## config.mk

```make
export PLATFORM = sky130hd
export DESIGN_NAME = audio_sample_fifo
export DESIGN_NICKNAME = d
export VERILOG_FILES = /design/src/rtl/asf_pkg.sv /design/src/rtl/asf_ctrl.sv /design/src/rtl/asf_store.sv /design/src/rtl/asf_level.sv /design/src/rtl/asf_req.sv /design/src/rtl/audio_sample_fifo.sv
export SDC_FILE = /design/constraint.sdc
export NUM_CORES = 1
export LEC_CHECK = 0
export BUFFER_PORTS_ARGS = -buffer_cell sky130_fd_sc_hd__buf_2
export CAP_MARGIN = 10
export CORE_ASPECT_RATIO = 0.7
export CORE_MARGIN = 2
export CORE_UTILIZATION = 40
export CTS_CLUSTER_DIAMETER = 200
export DETAILED_ROUTE_END_ITERATION = 8
export PLACE_DENSITY = 0.66
export SYNTH_ARGS = -nofsm -noshare
export SYNTH_HDL_FRONTEND = slang
export SYNTH_SLANG_ARGS = --single-unit
```

## constraint.sdc

```tcl
create_clock -name clk -period 6.8 [get_ports clk]
set_input_delay 0.68 -clock clk [delete_from_list [all_inputs] [get_ports clk]]
set_output_delay 0.68 -clock clk [all_outputs]
set_load 0.05 [all_outputs]
```

## src/rtl/asf_pkg.sv

```systemverilog
package asf_pkg;

    typedef enum logic [1:0] {
        ST_EMPTY   = 2'd0,
        ST_PARTIAL = 2'd1,
        ST_FULL    = 2'd2
    } occ_state_e;

    localparam logic [2:0] LVL_EMPTY = 3'd0;
    localparam logic [2:0] LVL_ONE   = 3'd1;
    localparam logic [2:0] LVL_Q1    = 3'd2;
    localparam logic [2:0] LVL_Q2    = 3'd3;
    localparam logic [2:0] LVL_Q3    = 3'd4;
    localparam logic [2:0] LVL_FULL  = 3'd5;

    localparam logic [2:0] TH_EMPTY   = 3'd0;
    localparam logic [2:0] TH_QUARTER = 3'd1;
    localparam logic [2:0] TH_HALF    = 3'd2;
    localparam logic [2:0] TH_3QUART  = 3'd3;
    localparam logic [2:0] TH_FULL    = 3'd4;

endpackage

```

## src/rtl/asf_ctrl.sv

```systemverilog
module asf_ctrl
    import asf_pkg::*;
#(
    parameter int DEPTH = 8,
    parameter int CNT_W = $clog2(DEPTH + 1)
) (
    input  logic             clk,
    input  logic             rst_n,
    input  logic             flush,
    input  logic             wr_en,
    input  logic             rd_en,
    output logic             wr_go,
    output logic             rd_go,
    output logic [CNT_W-1:0] count,
    output logic             overrun,
    output logic             underrun
);

    localparam logic [CNT_W-1:0] CNT_TOP = CNT_W'(DEPTH);

    occ_state_e       state_q, state_d;
    logic [CNT_W-1:0] count_d;

    // Acceptance: a read needs data; a write needs room or a paired read.
    always_comb begin
        rd_go = rd_en && !flush && (state_q != ST_EMPTY);
        wr_go = wr_en && !flush && ((state_q != ST_FULL) || rd_go);
        if (flush) begin
            count_d = '0;
        end else begin
            count_d = count + CNT_W'(wr_go) - CNT_W'(rd_go);
        end
    end

    // Transition selection.
    always_comb begin
        state_d = state_q;
        unique case (state_q)
            ST_EMPTY: begin
                if (wr_go) begin
                    state_d = ST_PARTIAL;          // FILL_START
                end
            end
            ST_PARTIAL: begin
                if (flush || (count_d == '0)) begin
                    state_d = ST_EMPTY;            // FLUSH_ALL / DRAIN_LAST
                end else if (count_d == CNT_TOP) begin
                    state_d = ST_FULL;             // FILL_TOP
                end
            end
            ST_FULL: begin
                if (flush) begin
                    state_d = ST_EMPTY;            // FLUSH_ALL
                end else if (rd_go && !wr_go) begin
                    state_d = ST_PARTIAL;          // DRAIN_TOP
                end
            end
            default: state_d = ST_EMPTY;
        endcase
    end

    // State register.
    always_ff @(posedge clk or negedge rst_n) begin
        if (!rst_n) begin
            state_q <= ST_EMPTY;
        end else begin
            state_q <= state_d;
        end
    end

    // Registered outputs: count and error pulses.
    always_ff @(posedge clk or negedge rst_n) begin
        if (!rst_n) begin
            count    <= '0;
            overrun  <= 1'b0;
            underrun <= 1'b0;
        end else begin
            count    <= count_d;
            overrun  <= wr_en && !flush && !wr_go;
            underrun <= rd_en && !flush && !rd_go;
        end
    end

endmodule

```

## src/rtl/asf_store.sv

```systemverilog
module asf_store #(
    parameter int DEPTH  = 8,
    parameter int DATA_W = 32,
    parameter int PTR_W  = $clog2(DEPTH)
) (
    input  logic              clk,
    input  logic              rst_n,
    input  logic              flush,
    input  logic              wr_go,
    input  logic              rd_go,
    input  logic [DATA_W-1:0] wr_data,
    output logic [DATA_W-1:0] rd_data
);

    localparam logic [PTR_W-1:0] PTR_LAST = PTR_W'(DEPTH - 1);

    logic [DATA_W-1:0] mem [DEPTH];
    logic [PTR_W-1:0]  wr_ptr, rd_ptr;

    function automatic logic [PTR_W-1:0] bump(input logic [PTR_W-1:0] p);
        return (p == PTR_LAST) ? '0 : p + 1'b1;
    endfunction

    always_ff @(posedge clk or negedge rst_n) begin
        if (!rst_n) begin
            wr_ptr <= '0;
            rd_ptr <= '0;
        end else if (flush) begin
            wr_ptr <= '0;
            rd_ptr <= '0;
        end else begin
            if (wr_go) wr_ptr <= bump(wr_ptr);
            if (rd_go) rd_ptr <= bump(rd_ptr);
        end
    end

    always_ff @(posedge clk) begin
        if (wr_go) begin
            mem[wr_ptr] <= wr_data;
        end
    end

    assign rd_data = mem[rd_ptr];

endmodule

```

## src/rtl/asf_level.sv

```systemverilog
module asf_level
    import asf_pkg::*;
#(
    parameter int DEPTH = 8,
    parameter int CNT_W = $clog2(DEPTH + 1)
) (
    input  logic [CNT_W-1:0] count,
    output logic [2:0]       level_code
);

    localparam logic [CNT_W-1:0] B_Q1  = CNT_W'(DEPTH / 4);
    localparam logic [CNT_W-1:0] B_Q2  = CNT_W'(DEPTH / 2);
    localparam logic [CNT_W-1:0] B_Q3  = CNT_W'((3 * DEPTH) / 4);
    localparam logic [CNT_W-1:0] B_TOP = CNT_W'(DEPTH);

    always_comb begin
        if (count == '0)         level_code = LVL_EMPTY;
        else if (count >= B_TOP) level_code = LVL_FULL;
        else if (count >= B_Q3)  level_code = LVL_Q3;
        else if (count >= B_Q2)  level_code = LVL_Q2;
        else if (count >= B_Q1)  level_code = LVL_Q1;
        else                     level_code = LVL_ONE;
    end

endmodule

```

## src/rtl/asf_req.sv

```systemverilog
module asf_req
    import asf_pkg::*;
(
    input  logic [2:0] level_code,
    input  logic [2:0] thresh_code,
    input  logic       irq_en,
    input  logic       dma_en,
    output logic       req_flag,
    output logic       irq,
    output logic       dma_req
);

    always_comb begin
        case (thresh_code)
            TH_EMPTY:   req_flag = (level_code == LVL_EMPTY);
            TH_QUARTER: req_flag = (level_code >= LVL_Q1);
            TH_HALF:    req_flag = (level_code >= LVL_Q2);
            TH_3QUART:  req_flag = (level_code >= LVL_Q3);
            TH_FULL:    req_flag = (level_code == LVL_FULL);
            default:    req_flag = 1'b0;
        endcase
        irq     = req_flag && irq_en;
        dma_req = req_flag && dma_en;
    end

endmodule

```

## src/rtl/audio_sample_fifo.sv

```systemverilog
module audio_sample_fifo #(
    parameter int DATA_W = 32,
    parameter int DEPTH  = 8
) (
    input  logic              clk,
    input  logic              rst_n,
    input  logic              flush,
    input  logic              wr_en,
    input  logic [DATA_W-1:0] wr_data,
    input  logic              rd_en,
    output logic [DATA_W-1:0] rd_data,
    input  logic [2:0]        thresh_code,
    input  logic              irq_en,
    input  logic              dma_en,
    output logic [2:0]        level_code,
    output logic              req_flag,
    output logic              irq,
    output logic              dma_req,
    output logic              overrun,
    output logic              underrun
);

    localparam int CNT_W = $clog2(DEPTH + 1);
    localparam int PTR_W = $clog2(DEPTH);

    logic             wr_go, rd_go;
    logic [CNT_W-1:0] count;

    asf_ctrl #(.DEPTH(DEPTH), .CNT_W(CNT_W)) u_ctrl (
        .clk      (clk),
        .rst_n    (rst_n),
        .flush    (flush),
        .wr_en    (wr_en),
        .rd_en    (rd_en),
        .wr_go    (wr_go),
        .rd_go    (rd_go),
        .count    (count),
        .overrun  (overrun),
        .underrun (underrun)
    );

    asf_store #(.DEPTH(DEPTH), .DATA_W(DATA_W), .PTR_W(PTR_W)) u_store (
        .clk     (clk),
        .rst_n   (rst_n),
        .flush   (flush),
        .wr_go   (wr_go),
        .rd_go   (rd_go),
        .wr_data (wr_data),
        .rd_data (rd_data)
    );

    asf_level #(.DEPTH(DEPTH), .CNT_W(CNT_W)) u_level (
        .count      (count),
        .level_code (level_code)
    );

    asf_req u_req (
        .level_code  (level_code),
        .thresh_code (thresh_code),
        .irq_en      (irq_en),
        .dma_en      (dma_en),
        .req_flag    (req_flag),
        .irq         (irq),
        .dma_req     (dma_req)
    );

endmodule

```

# Word-level counts from Yosys, hierarchy flattened
# Memories as Yosys holds them, arrays and structs flattened.
# Cells that the tools add are included.
[classes]
add_sub_neg = 4
n_lt_le_gt_ge = 7
n_reduce_logical = 23
muxes = 21
eq_ne = 14
[ops]
columns = ["op", "n"]
rows = [
  ["3-bit 2-to-1 mux", 10],
  ["3-bit == test, second input constant", 4],
  ["2-bit 2-to-1 mux", 6],
  ["1-bit logical AND", 9],
  ["4-bit by 3-bit >= comparator with 1-bit output, second input constant", 2],
  ["4-bit logical NOT", 2],
  ["3-bit by 1-bit adder with 3-bit output, second input constant", 2],
  ["3-bit by 2-bit == test with 1-bit output, second input constant", 2],
  ["3-bit by 2-bit >= comparator with 1-bit output, second input constant", 2],
  ["3-bit logical NOT", 2],
  ["2-bit case mux with 3 select lines", 1],
  ["2-bit nonzero test", 3],
  ["1-bit case mux with 5 select lines", 1],
  ["4-bit by 1-bit adder with 4-bit output", 1],
  ["4-bit == test, second input constant", 1],
  ["4-bit by 2-bit >= comparator with 1-bit output, second input constant", 1],
  ["4-bit >= comparator, second input constant", 1],
  ["4-bit 2-to-1 mux", 1],
  ["4-bit by 1-bit subtractor with 4-bit output", 1],
  ["3-bit by 1-bit == test with 1-bit output, second input constant", 1],
  ["3-bit >= comparator, second input constant", 1],
  ["1-bit logical NOT", 3],
  ["3-bit by 1-bit inequality test with 1-bit output, second input constant", 1],
  ["3-bit by 2-bit inequality test with 1-bit output, second input constant", 1],
  ["other kinds (8)", 10],
]
[word_totals]
input_bits = 42
memories = 1
output_inout_bits = 40
register_bits = 14
word_cells = 76
ramBits = 256
[mem_list]
columns = ["name", "words", "word_bits", "rd", "rd_clocked_by_memory_dff", "write_ports", "line_no", "source"]
rows = [
  ["u_store.mem", 8, 32, 1, 0, 1, "asf_store.sv:17", "logic [DATA_W-1:0] mem [DEPTH];"],
]

# Logic depth before layout (Yosys ltp)
# Gate-level depths: netlist of run 1.
[logic_depth]
word_depth = 12
mapped_depth = 12
depth_no_buf = 12

# Hierarchy
# A second synthesis of run 1 with hierarchy kept.
[unflattened]
hier_cells = 477
area_unflattened_um2 = 10630.2
[modules_own_cells]
columns = ["module", "area_each_um2", "n_inst", "seq_area_each_um2", "cells_each"]
rows = [
  ["asf_store", 10010.9, 1, 7837.5, 408],
  ["asf_ctrl", 452.9, 1, 200.2, 45],
  ["asf_req", 133.9, 1, 0.0, 19],
  ["asf_level", 32.5, 1, 0.0, 5],
]

# Worst setup path after synthesis of run 1
# Ideal clock, no wire load.
[synth_timing]
path_type = "input to register"
startpoint = "in flush"
endpoint = "mem u_store.mem[1][0], enable pin"
required_ns = 6.339
setup_slack_ns = 2.894
path_stages = 4
arrival_ns = 3.445
path_buffers = 0
setup_ns = 0.461
path_cell_list = "nand2b_1 -> nor2_1 -> nand2_1 -> nor3_1"
[synth_via]
elab_chain_cells = 7
elab_cells_between_ends = 8
cone_classes = "mux (2); reduce/logical (6)"
[synth_lines]
columns = ["element", "line_no", "source"]
rows = [
  ["start, declared", "audio_sample_fifo.sv:7", "input logic flush,"],
  ["1-bit logical NOT (*)", "asf_ctrl.sv:26, asf_ctrl.sv:27", ""],
  ["1-bit logical AND (2 in a row)", "asf_ctrl.sv:26", "rd_go = rd_en && !flush && (state_q != ST_EMPTY);"],
  ["1-bit logical OR", "asf_ctrl.sv:27", "wr_go = wr_en && !flush && ((state_q != ST_FULL) || rd_go);"],
  ["1-bit logical AND (*)", "asf_ctrl.sv:27", ""],
  ["1-bit 2-to-1 mux (*)", "asf_store.sv:38", "if (wr_go) begin"],
  ["1-bit 2-to-1 mux (implied by the code) (*)", "asf_store.sv:39", "mem[wr_ptr] <= wr_data;"],
  ["end, declared", "asf_store.sv:17", ""],
]
# Every way passes the cells marked *; elsewhere a longest branch is shown, timed or not.

# Worst setup path in the final report of run 1
[layout_timing]
startpoint = "reg u_store.rd_ptr[0]"
endpoint = "out rd_data[24]"
[layout_via]
elab_chain_cells = 1
[layout_lines]
columns = ["element", "line_no", "source"]
rows = [
  ["start, declared", "asf_store.sv:18", "logic [PTR_W-1:0] wr_ptr, rd_ptr;"],
  ["start signal, assigned", "asf_store.sv:33", "if (rd_go) rd_ptr <= bump(rd_ptr);"],
  ["memory 8 x 32 bit", "-", ""],
  ["end, declared", "audio_sample_fifo.sv:11", "output logic [DATA_W-1:0] rd_data,"],
]
# No other way between the ends.

==> impl_metrics.xml, run 1 <==
<?xml version="1.0" encoding="UTF-8"?>
<metrics>
  <group name="run_status">
    <metric name="status" unit="">finished clean</metric>
  </group>
  <group name="drt">
    <metric name="routedWlPerCell" unit="um">21.35</metric>
    <metric name="dr_pass1_iterations" unit="">4</metric>
    <metric name="routed_wirelength" unit="um">20690</metric>
    <metric name="drc" unit="">0</metric>
    <metric name="post_drt_via_cell_ratio" unit="">5.189</metric>
    <metric name="detailedRoute.firstIterationViolations" unit="">275</metric>
    <metric name="num_vias" unit="">5028</metric>
    <metric name="route.antenna.remaining_nets" unit="">0</metric>
  </group>
  <group name="logic_synthesis">
    <metric name="yosys_warnings" unit="">0</metric>
    <metric name="ys_dominant_reg_cell" unit="">edfxtp_1</metric>
    <metric name="synthesis.nets" unit="">551</metric>
    <metric name="ys_ff_latch" unit="">270</metric>
    <metric name="async_flop_share" unit="%">5.185</metric>
    <metric name="yosys-mux-area-fraction" unit="%">16.98</metric>
    <metric name="synth.cell_area" unit="sq mm">0.01067</metric>
    <metric name="synth_area_per_cell" unit="sq um">21.56</metric>
    <metric name="synth_top_family_by_area" unit="">multiplexers</metric>
    <metric name="yosysSeqAreaShare" unit="%">75.33</metric>
    <metric name="synth_xor_xnor_area_share" unit="%">0.1642</metric>
    <metric name="synth_simple_gate_area_share" unit="%">2.978</metric>
    <metric name="synth-compound-area-share" unit="%">1.454</metric>
    <metric name="unique_masters_post_synth" unit="">37</metric>
    <metric name="synth_enable_flop_cells" unit="">256</metric>
    <metric name="yosys.area_share.adder" unit="%">1.712</metric>
    <metric name="synthCells" unit="">495</metric>
  </group>
  <group name="setup_path">
    <metric name="maximum_fanout_encountered_on_the_critical_timing_path" unit="">40</metric>
    <metric name="worstReg2RegStart" unit="">u_ctrl.state_q[1]</metric>
    <metric name="cp.required" unit="ps">6120</metric>
    <metric name="cp-start-kind" unit="">flip-flop</metric>
    <metric name="worst-setup-path-type" unit="">reg -&gt; out</metric>
    <metric name="timing.critical_path.arrival" unit="ps">3210</metric>
    <metric name="launch_point_of_the_critical_path" unit="">u_store.rd_ptr[0]</metric>
    <metric name="critPathCaptureType" unit="">output port</metric>
  </group>
  <group name="grt">
    <metric name="grt_pass1_wl" unit="um">31350</metric>
    <metric name="global_route.usage.total" unit="%">15.06</metric>
    <metric name="grt_start_max_net_pins" unit="">41</metric>
    <metric name="antenna_violations_before_repair" unit="">2</metric>
    <metric name="first_global_vias" unit="">5345</metric>
    <metric name="grt.overflow.total" unit="">0</metric>
  </group>
  <group name="clocking">
    <metric name="tritoncts" unit="">yes</metric>
    <metric name="post_cts_buffers" unit="">0</metric>
    <metric name="clock_tree.htree_level_count" unit="">1</metric>
    <metric name="worstSkewPairLatency" unit="ps">530</metric>
    <metric name="tritoncts_num_sinks" unit="">270</metric>
    <metric name="cts.root.buffer_cell" unit="">clkbuf_16</metric>
    <metric name="number_of_cts_inserted_buffers" unit="">25</metric>
    <metric name="holdBufCountCts" unit="">0</metric>
    <metric name="path_clk_slew" unit="ps">60</metric>
    <metric name="cts.path.max_buffers" unit="">3</metric>
    <metric name="cts_resized" unit="">0</metric>
  </group>
  <group name="pwr">
    <metric name="irDropWorstVdd" unit="mV">0.2439</metric>
    <metric name="power-per-cell-area" unit="mW/mm^2">314.8</metric>
    <metric name="p_leak" unit="uW">0.003988</metric>
  </group>
  <group name="timing">
    <metric name="timing.final.hold_violations" unit="">0</metric>
    <metric name="setup_tns" unit="ps">0</metric>
    <metric name="period_minus_slack" unit="ps">3895</metric>
    <metric name="unrepaired_setup_endpoints_after_global_routing" unit="">false</metric>
    <metric name="relSlewSlack" unit="%">30.64</metric>
    <metric name="measured_slew_at_the_worst_slew_check_pin" unit="ps">1040</metric>
    <metric name="setup_viol" unit="">0</metric>
    <metric name="layout_worst_path_cycle_share" unit="%">57.27</metric>
    <metric name="final-max-slew-violation-count" unit="">0</metric>
    <metric name="max_freq" unit="MHz">256.8</metric>
    <metric name="timing.final.ws_setup" unit="ps">2905</metric>
    <metric name="finalClockSkew" unit="ps">12.70</metric>
  </group>
  <group name="place">
    <metric name="hpwl" unit="um">11900</metric>
    <metric name="pre_cts_slack" unit="ps">3377</metric>
    <metric name="globalplace.congestion" unit="">0.7568</metric>
    <metric name="io_buffers" unit="">81</metric>
  </group>
  <group name="floorplanning">
    <metric name="die_width" unit="um">199.2</metric>
    <metric name="die-area" unit="sq mm">0.02802</metric>
    <metric name="core_footprint" unit="sq mm">0.02593</metric>
    <metric name="floorplan.die.height" unit="um">140.7</metric>
    <metric name="floorplan.rows" unit="">49</metric>
    <metric name="start_util" unit="%">41.14</metric>
    <metric name="number_of_placed_i_o_pins" unit="">82</metric>
  </group>
  <group name="cells_and_area">
    <metric name="final_cell_mix" unit="">edfxtp_1, buf_2, mux4_2</metric>
    <metric name="drive_above_1_share" unit="%">37.81</metric>
    <metric name="filler_cell_count" unit="">2144</metric>
    <metric name="flow.area_growth_from_synthesis" unit="%">15.17</metric>
    <metric name="mostFrequentLayoutCell" unit="">edfxtp_1</metric>
    <metric name="finish.net_count" unit="">652</metric>
  </group>
  <group name="worst_hold_path">
    <metric name="hp-class" unit="">in -&gt; async</metric>
  </group>
  <group name="run">
    <metric name="cap_violations" unit="">0</metric>
  </group>
</metrics>
-- cells by family (layout without fill, tap and decap cells) --
kind of cell	after synthesis	in the layout
AND/OR/NAND/NOR	60	60
flip-flops	270	270
AO/OA/AOI/OAI	25	25
adder cells (fa/ha/maj)	14	14
other	0	1
buffers and inverters	27	143
multiplexers	97	97
XOR/XNOR	2	2
-- where the power goes --
group / leakage, uW / internal [uW] / switching [uW]
Clock: 0.000352 / 711 / 560
Sequential: 0.00250 / 1870 / 45.4
Combinational: 0.00114 / 254 / 428
Total: 0.00399 / 2840 / 1030
-- state kept, by name, indices dropped and copies added (netlist names) --
signal / flops
u_ctrl.count: 4
u_ctrl.overrun: 1
u_ctrl.state_q: 2
u_ctrl.underrun: 1
u_store.mem: 256
u_store.rd_ptr: 3
u_store.wr_ptr: 3
-- area by class of cell --
cell class              count  area, sq um  area share (%)
repair buffers             93        495.5           4.032
inverters                   8        30.03          0.2443
clock buffers              31        648.1           5.274
clock inverters            11        82.58          0.6720
well taps                 357        446.7           3.635
multi-input cells         198         2540           20.67
diodes                      1        2.502         0.02036
flip-flops and latches    270         8044           65.45
-- through the flow --
step                      instances  total power [uW]  hold slack (ps)  util, %  cell area (sq um)
final                           969              3869            42.29    47.39              12290
after global routing            968              4031            38.74    47.38              12290
after CTS                       968              3920            17.66    47.38              12290
after detailed placement        926              2639            524.8    44.56              11560
after global placement          926              2618            504.3    44.56              11560
after floorplan                 495              2478            384.4        -              10670
-- critical path: stages (launching register included) --
cell     delay, ps
dfrtp_4        780
buf_4          740
mux4_2         600
mux2_2         290
buf_2          220
-- layer usage --
| metal | track usage [%] | up-vias | routed length (um) |
|---|---|---|---|
| met1 | 20.55 | 2647 | 9049 |
| met4 | 3.692 | 0 | 454 |
| met2 | 24.06 | 116 | 9936 |
| li1 | - | 2233 | - |
| met5 | 0 | - | 0 |
| met3 | 4.282 | 32 | 1245 |
-- worst paths after layout --
check | cells after the start | endpoint | slack (ps)
max reg2reg | 12 | u_ctrl.state_q[1] | 3740
min | 1 | u_ctrl.state_q[1] | 40
min in group clk | 2 | u_ctrl.overrun | 360
min reg2reg | 1 | u_ctrl.underrun | 540
max in group asynchronous | 1 | u_store.rd_ptr[0] | 6490
max | 4 | rd_data[24] | 2910
-- Yosys cell counts, types with 2 or more instances --
| master | n | share of area (%) |
|---|---|---|
| a211oi_1 | 2 | 0.14 |
| a21o_1 | 2 | 0.14 |
| a21oi_1 | 8 | 0.38 |
| and4b_1 | 2 | 0.19 |
| buf_2 | 4 | 0.19 |
| buf_6 | 4 | 0.42 |
| clkbuf_1 | 9 | 0.32 |
| dfrtp_1 | 14 | 3.3 |
| edfxtp_1 | 256 | 72 |
| ha_1 | 13 | 1.5 |
| inv_1 | 8 | 0.28 |
| mux2_2 | 32 | 3.4 |
| mux4_2 | 64 | 14 |
| nand2_1 | 6 | 0.21 |
| nand2b_1 | 13 | 0.76 |
| nand3b_1 | 2 | 0.14 |
| nor2_1 | 23 | 0.81 |
| nor2b_1 | 5 | 0.29 |
| nor3_1 | 4 | 0.19 |
| o21ai_0 | 5 | 0.23 |
| o22ai_1 | 2 | 0.12 |
| xnor2_1 | 2 | 0.16 |
(Power assumes the default switching activity.)
==> run 2: changes to the inputs <==
==> constraint.sdc (replaced) <==
create_clock -name clk -period 3.8 [get_ports clk]
set_input_delay 0.38 -clock clk [delete_from_list [all_inputs] [get_ports clk]]
set_output_delay 0.38 -clock clk [all_outputs]
set_load 0.05 [all_outputs]
==> impl_metrics.xml, run 2 (same netlist as run 1, synthesis figures left out) <==
<?xml version="1.0" encoding="UTF-8"?>
<metrics>
  <group name="run_status">
    <metric name="status" unit="">finished clean</metric>
  </group>
  <group name="cells_and_area">
    <metric name="multi_input_comb_area" unit="sq mm">0.002540</metric>
    <metric name="filler_cell_count" unit="">2127</metric>
    <metric name="largest_register_ff_count" unit="">256</metric>
    <metric name="flow.area_growth_from_synthesis" unit="%">16.70</metric>
    <metric name="top_reg_by_flops" unit="">u_store.mem</metric>
    <metric name="final_cell_mix" unit="">edfxtp_1, buf_2, mux4_2</metric>
    <metric name="sequential_cell_area" unit="sq mm">0.008044</metric>
    <metric name="drive_above_1_share" unit="%">38.67</metric>
    <metric name="biggestRegsByFlops" unit="">u_store.mem x256, u_ctrl.count x4</metric>
    <metric name="finish.net_count" unit="">656</metric>
    <metric name="mostFrequentLayoutCell" unit="">edfxtp_1</metric>
  </group>
  <group name="grt">
    <metric name="grt_start_max_net_pins" unit="">35</metric>
    <metric name="antenna_violations_before_repair" unit="">2</metric>
    <metric name="grt_pass1_wl" unit="um">31480</metric>
    <metric name="grt.overflow.total" unit="">0</metric>
    <metric name="first_global_vias" unit="">5285</metric>
    <metric name="global_route.usage.total" unit="%">15.03</metric>
  </group>
  <group name="clocking">
    <metric name="worstSkewPairLatency" unit="ps">520</metric>
    <metric name="tritoncts_num_sinks" unit="">270</metric>
    <metric name="number_of_cts_inserted_buffers" unit="">26</metric>
    <metric name="cts.root.buffer_cell" unit="">clkbuf_16</metric>
    <metric name="post_cts_buffers" unit="">0</metric>
    <metric name="tritoncts" unit="">yes</metric>
    <metric name="cts.path.max_buffers" unit="">3</metric>
    <metric name="path_clk_slew" unit="ps">60</metric>
    <metric name="clock_tree.htree_level_count" unit="">1</metric>
  </group>
  <group name="timing">
    <metric name="hold_slack" unit="ps">64.73</metric>
    <metric name="final-max-slew-violation-count" unit="">0</metric>
    <metric name="period_minus_slack" unit="ps">3194</metric>
    <metric name="relSlewSlack" unit="%">29.32</metric>
    <metric name="unrepaired_setup_endpoints_after_global_routing" unit="">false</metric>
    <metric name="setup_viol" unit="">0</metric>
    <metric name="max_freq" unit="MHz">313.1</metric>
    <metric name="layout_worst_path_cycle_share" unit="%">84.06</metric>
    <metric name="setup_tns" unit="ps">0</metric>
    <metric name="measured_slew_at_the_worst_slew_check_pin" unit="ps">1060</metric>
    <metric name="finalClockSkew" unit="ps">8.147</metric>
    <metric name="timing.final.hold_violations" unit="">0</metric>
  </group>
  <group name="pwr">
    <metric name="irDropWorstVdd" unit="mV">0.3393</metric>
    <metric name="p_sw" unit="uW">1898</metric>
    <metric name="p_leak" unit="uW">0.004065</metric>
    <metric name="cellInternalPower" unit="uW">5248</metric>
    <metric name="fraction_of_power_spent_switching_nets" unit="%">26.56</metric>
    <metric name="power-per-cell-area" unit="mW/mm^2">573.8</metric>
    <metric name="power.share.sequential" unit="%">47.9</metric>
    <metric name="clock_power_share" unit="%">34.5</metric>
    <metric name="combinationalPowerShare" unit="%">17.5</metric>
  </group>
  <group name="drt">
    <metric name="routedWlPerCell" unit="um">21.23</metric>
    <metric name="route.antenna.remaining_nets" unit="">0</metric>
    <metric name="routed_wirelength" unit="um">20740</metric>
    <metric name="detailedRoute.firstIterationViolations" unit="">270</metric>
    <metric name="dr_pass1_iterations" unit="">7</metric>
    <metric name="post_drt_via_cell_ratio" unit="">5.222</metric>
    <metric name="num_vias" unit="">5102</metric>
    <metric name="drc" unit="">0</metric>
  </group>
  <group name="setup_path">
    <metric name="maximum_fanout_encountered_on_the_critical_timing_path" unit="">4</metric>
    <metric name="crit-reg2reg-capture" unit="">u_ctrl.state_q[1]</metric>
    <metric name="worstReg2RegStart" unit="">u_ctrl.state_q[1]</metric>
    <metric name="cp.required" unit="ps">3420</metric>
    <metric name="r2r_slack" unit="ps">780</metric>
    <metric name="critPathCaptureType" unit="">output port</metric>
    <metric name="cp-start-kind" unit="">flip-flop</metric>
    <metric name="timing.critical_path.arrival" unit="ps">2810</metric>
    <metric name="worst-setup-path-type" unit="">reg -&gt; out</metric>
    <metric name="register_to_register_path_depth" unit="">12</metric>
  </group>
  <group name="floorplanning">
    <metric name="start_util" unit="%">41.14</metric>
    <metric name="number_of_placed_i_o_pins" unit="">82</metric>
    <metric name="die_width" unit="um">199.2</metric>
    <metric name="floorplan.die.height" unit="um">140.7</metric>
    <metric name="die-area" unit="sq mm">0.02802</metric>
    <metric name="floorplan.rows" unit="">49</metric>
    <metric name="core_footprint" unit="sq mm">0.02593</metric>
  </group>
  <group name="place">
    <metric name="hpwl" unit="um">11980</metric>
    <metric name="globalplace.congestion" unit="">0.7490</metric>
    <metric name="io_buffers" unit="">81</metric>
  </group>
  <group name="worst_hold_path">
    <metric name="worstHoldStart" unit="">rd_en</metric>
    <metric name="hold_end" unit="">u_ctrl.overrun</metric>
    <metric name="worst_hold_path.num_cells" unit="">2</metric>
    <metric name="hp-class" unit="">in -&gt; reg</metric>
  </group>
  <group name="run">
    <metric name="cap_violations" unit="">0</metric>
  </group>
</metrics>
==> run 2: cell count changes in the layout (fill, tap and decap cells not counted), sizes merged <==
| cell | before | now |
|---|---|---|
| dlygate4sd3 | 0 | 1 |
| clkinv | 7 | 11 |
| clkbuf | 31 | 32 |
| inv | 10 | 9 |
| diode | 1 | 2 |
| clkinvlp | 1 | 0 |
| bufinv | 1 | 2 |
| buf | 93 | 95 |
==> run 2: power by group through the flow <==
| stage | Combinational, uW | Clock, uW | Sequential, uW |
|---|---|---|---|
| after CTS | 1270 | 2530 | 3430 |
| final | 1250 | 2470 | 3430 |
| after global routing | 1340 | 2650 | 3440 |
| after detailed placement | 1260 | 0 | 3490 |
| after floorplan | 983 | 0 | 3450 |
| after global placement | 1220 | 0 | 3480 |
==> run 2: layout make-up <==
class / instances / area share [%]
multi-input combinational: 198 / 20.40
tap: 357 / 3.587
clock inverter: 14 / 0.9747
sequential: 270 / 64.60
inverter: 8 / 0.2412
timing repair buffer: 96 / 4.582
antenna: 2 / 0.04019
clock buffer: 32 / 5.577
==> run 2: worst max-delay path by stage <==
stage | start | end | slack (ps) | cells after the start
after floorplan | u_ctrl.state_q[0] | u_store.mem[0][0] | 130 | 4
after global placement | flush | u_ctrl.state_q[1] | 830 | 12
after detailed placement | flush | u_ctrl.state_q[1] | 710 | 12
after CTS | u_ctrl.count[2] | dma_req | 630 | 8
after global routing | u_ctrl.count[2] | dma_req | 400 | 8
final | u_ctrl.count[2] | dma_req | 610 | 8
==> run 2: routing by layer <==
metal | global-route usage [%] | wire (um) | up-vias
met1 | 21.90 | 9410 | 2668
met5 | 0 | 14 | -
met4 | 2.828 | 304 | 2
li1 | - | - | 2264
met3 | 3.014 | 1101 | 36
met2 | 23.82 | 9908 | 132
==> run 2: what timing repair did <==
item / in CTS / in global routing
hold buffers: 1 / 0
resized for setup: 0 / 0
hold endpoints to repair: 14 / 0
==> run 2: worst max-delay path, cell delays in order (launching register included) <==
cell,delay [ps]
dfrtp_1,400
inv_1,140
ha_1,240
nor2b_1,170
o22ai_1,90
a221oi_1,490
a211oi_1,220
and4b_1,290
buf_2,260
==> run 2: metrics by stage <==
| step | utilization, % | total power, uW | worst slack [ps] | cell area [sq um] | std cells |
|---|---|---|---|---|---|
| final | 48.01 | 7145 | 605.7 | 12450 | 977 |
| after floorplan | - | 4434 | 133.9 | 10670 | 495 |
| after global routing | 48.00 | 7435 | 399.4 | 12450 | 975 |
| after detailed placement | 44.81 | 4748 | 709.4 | 11620 | 928 |
| after CTS | 48.00 | 7220 | 632.5 | 12450 | 975 |
| after global placement | 44.81 | 4705 | 830.1 | 11620 | 928 |
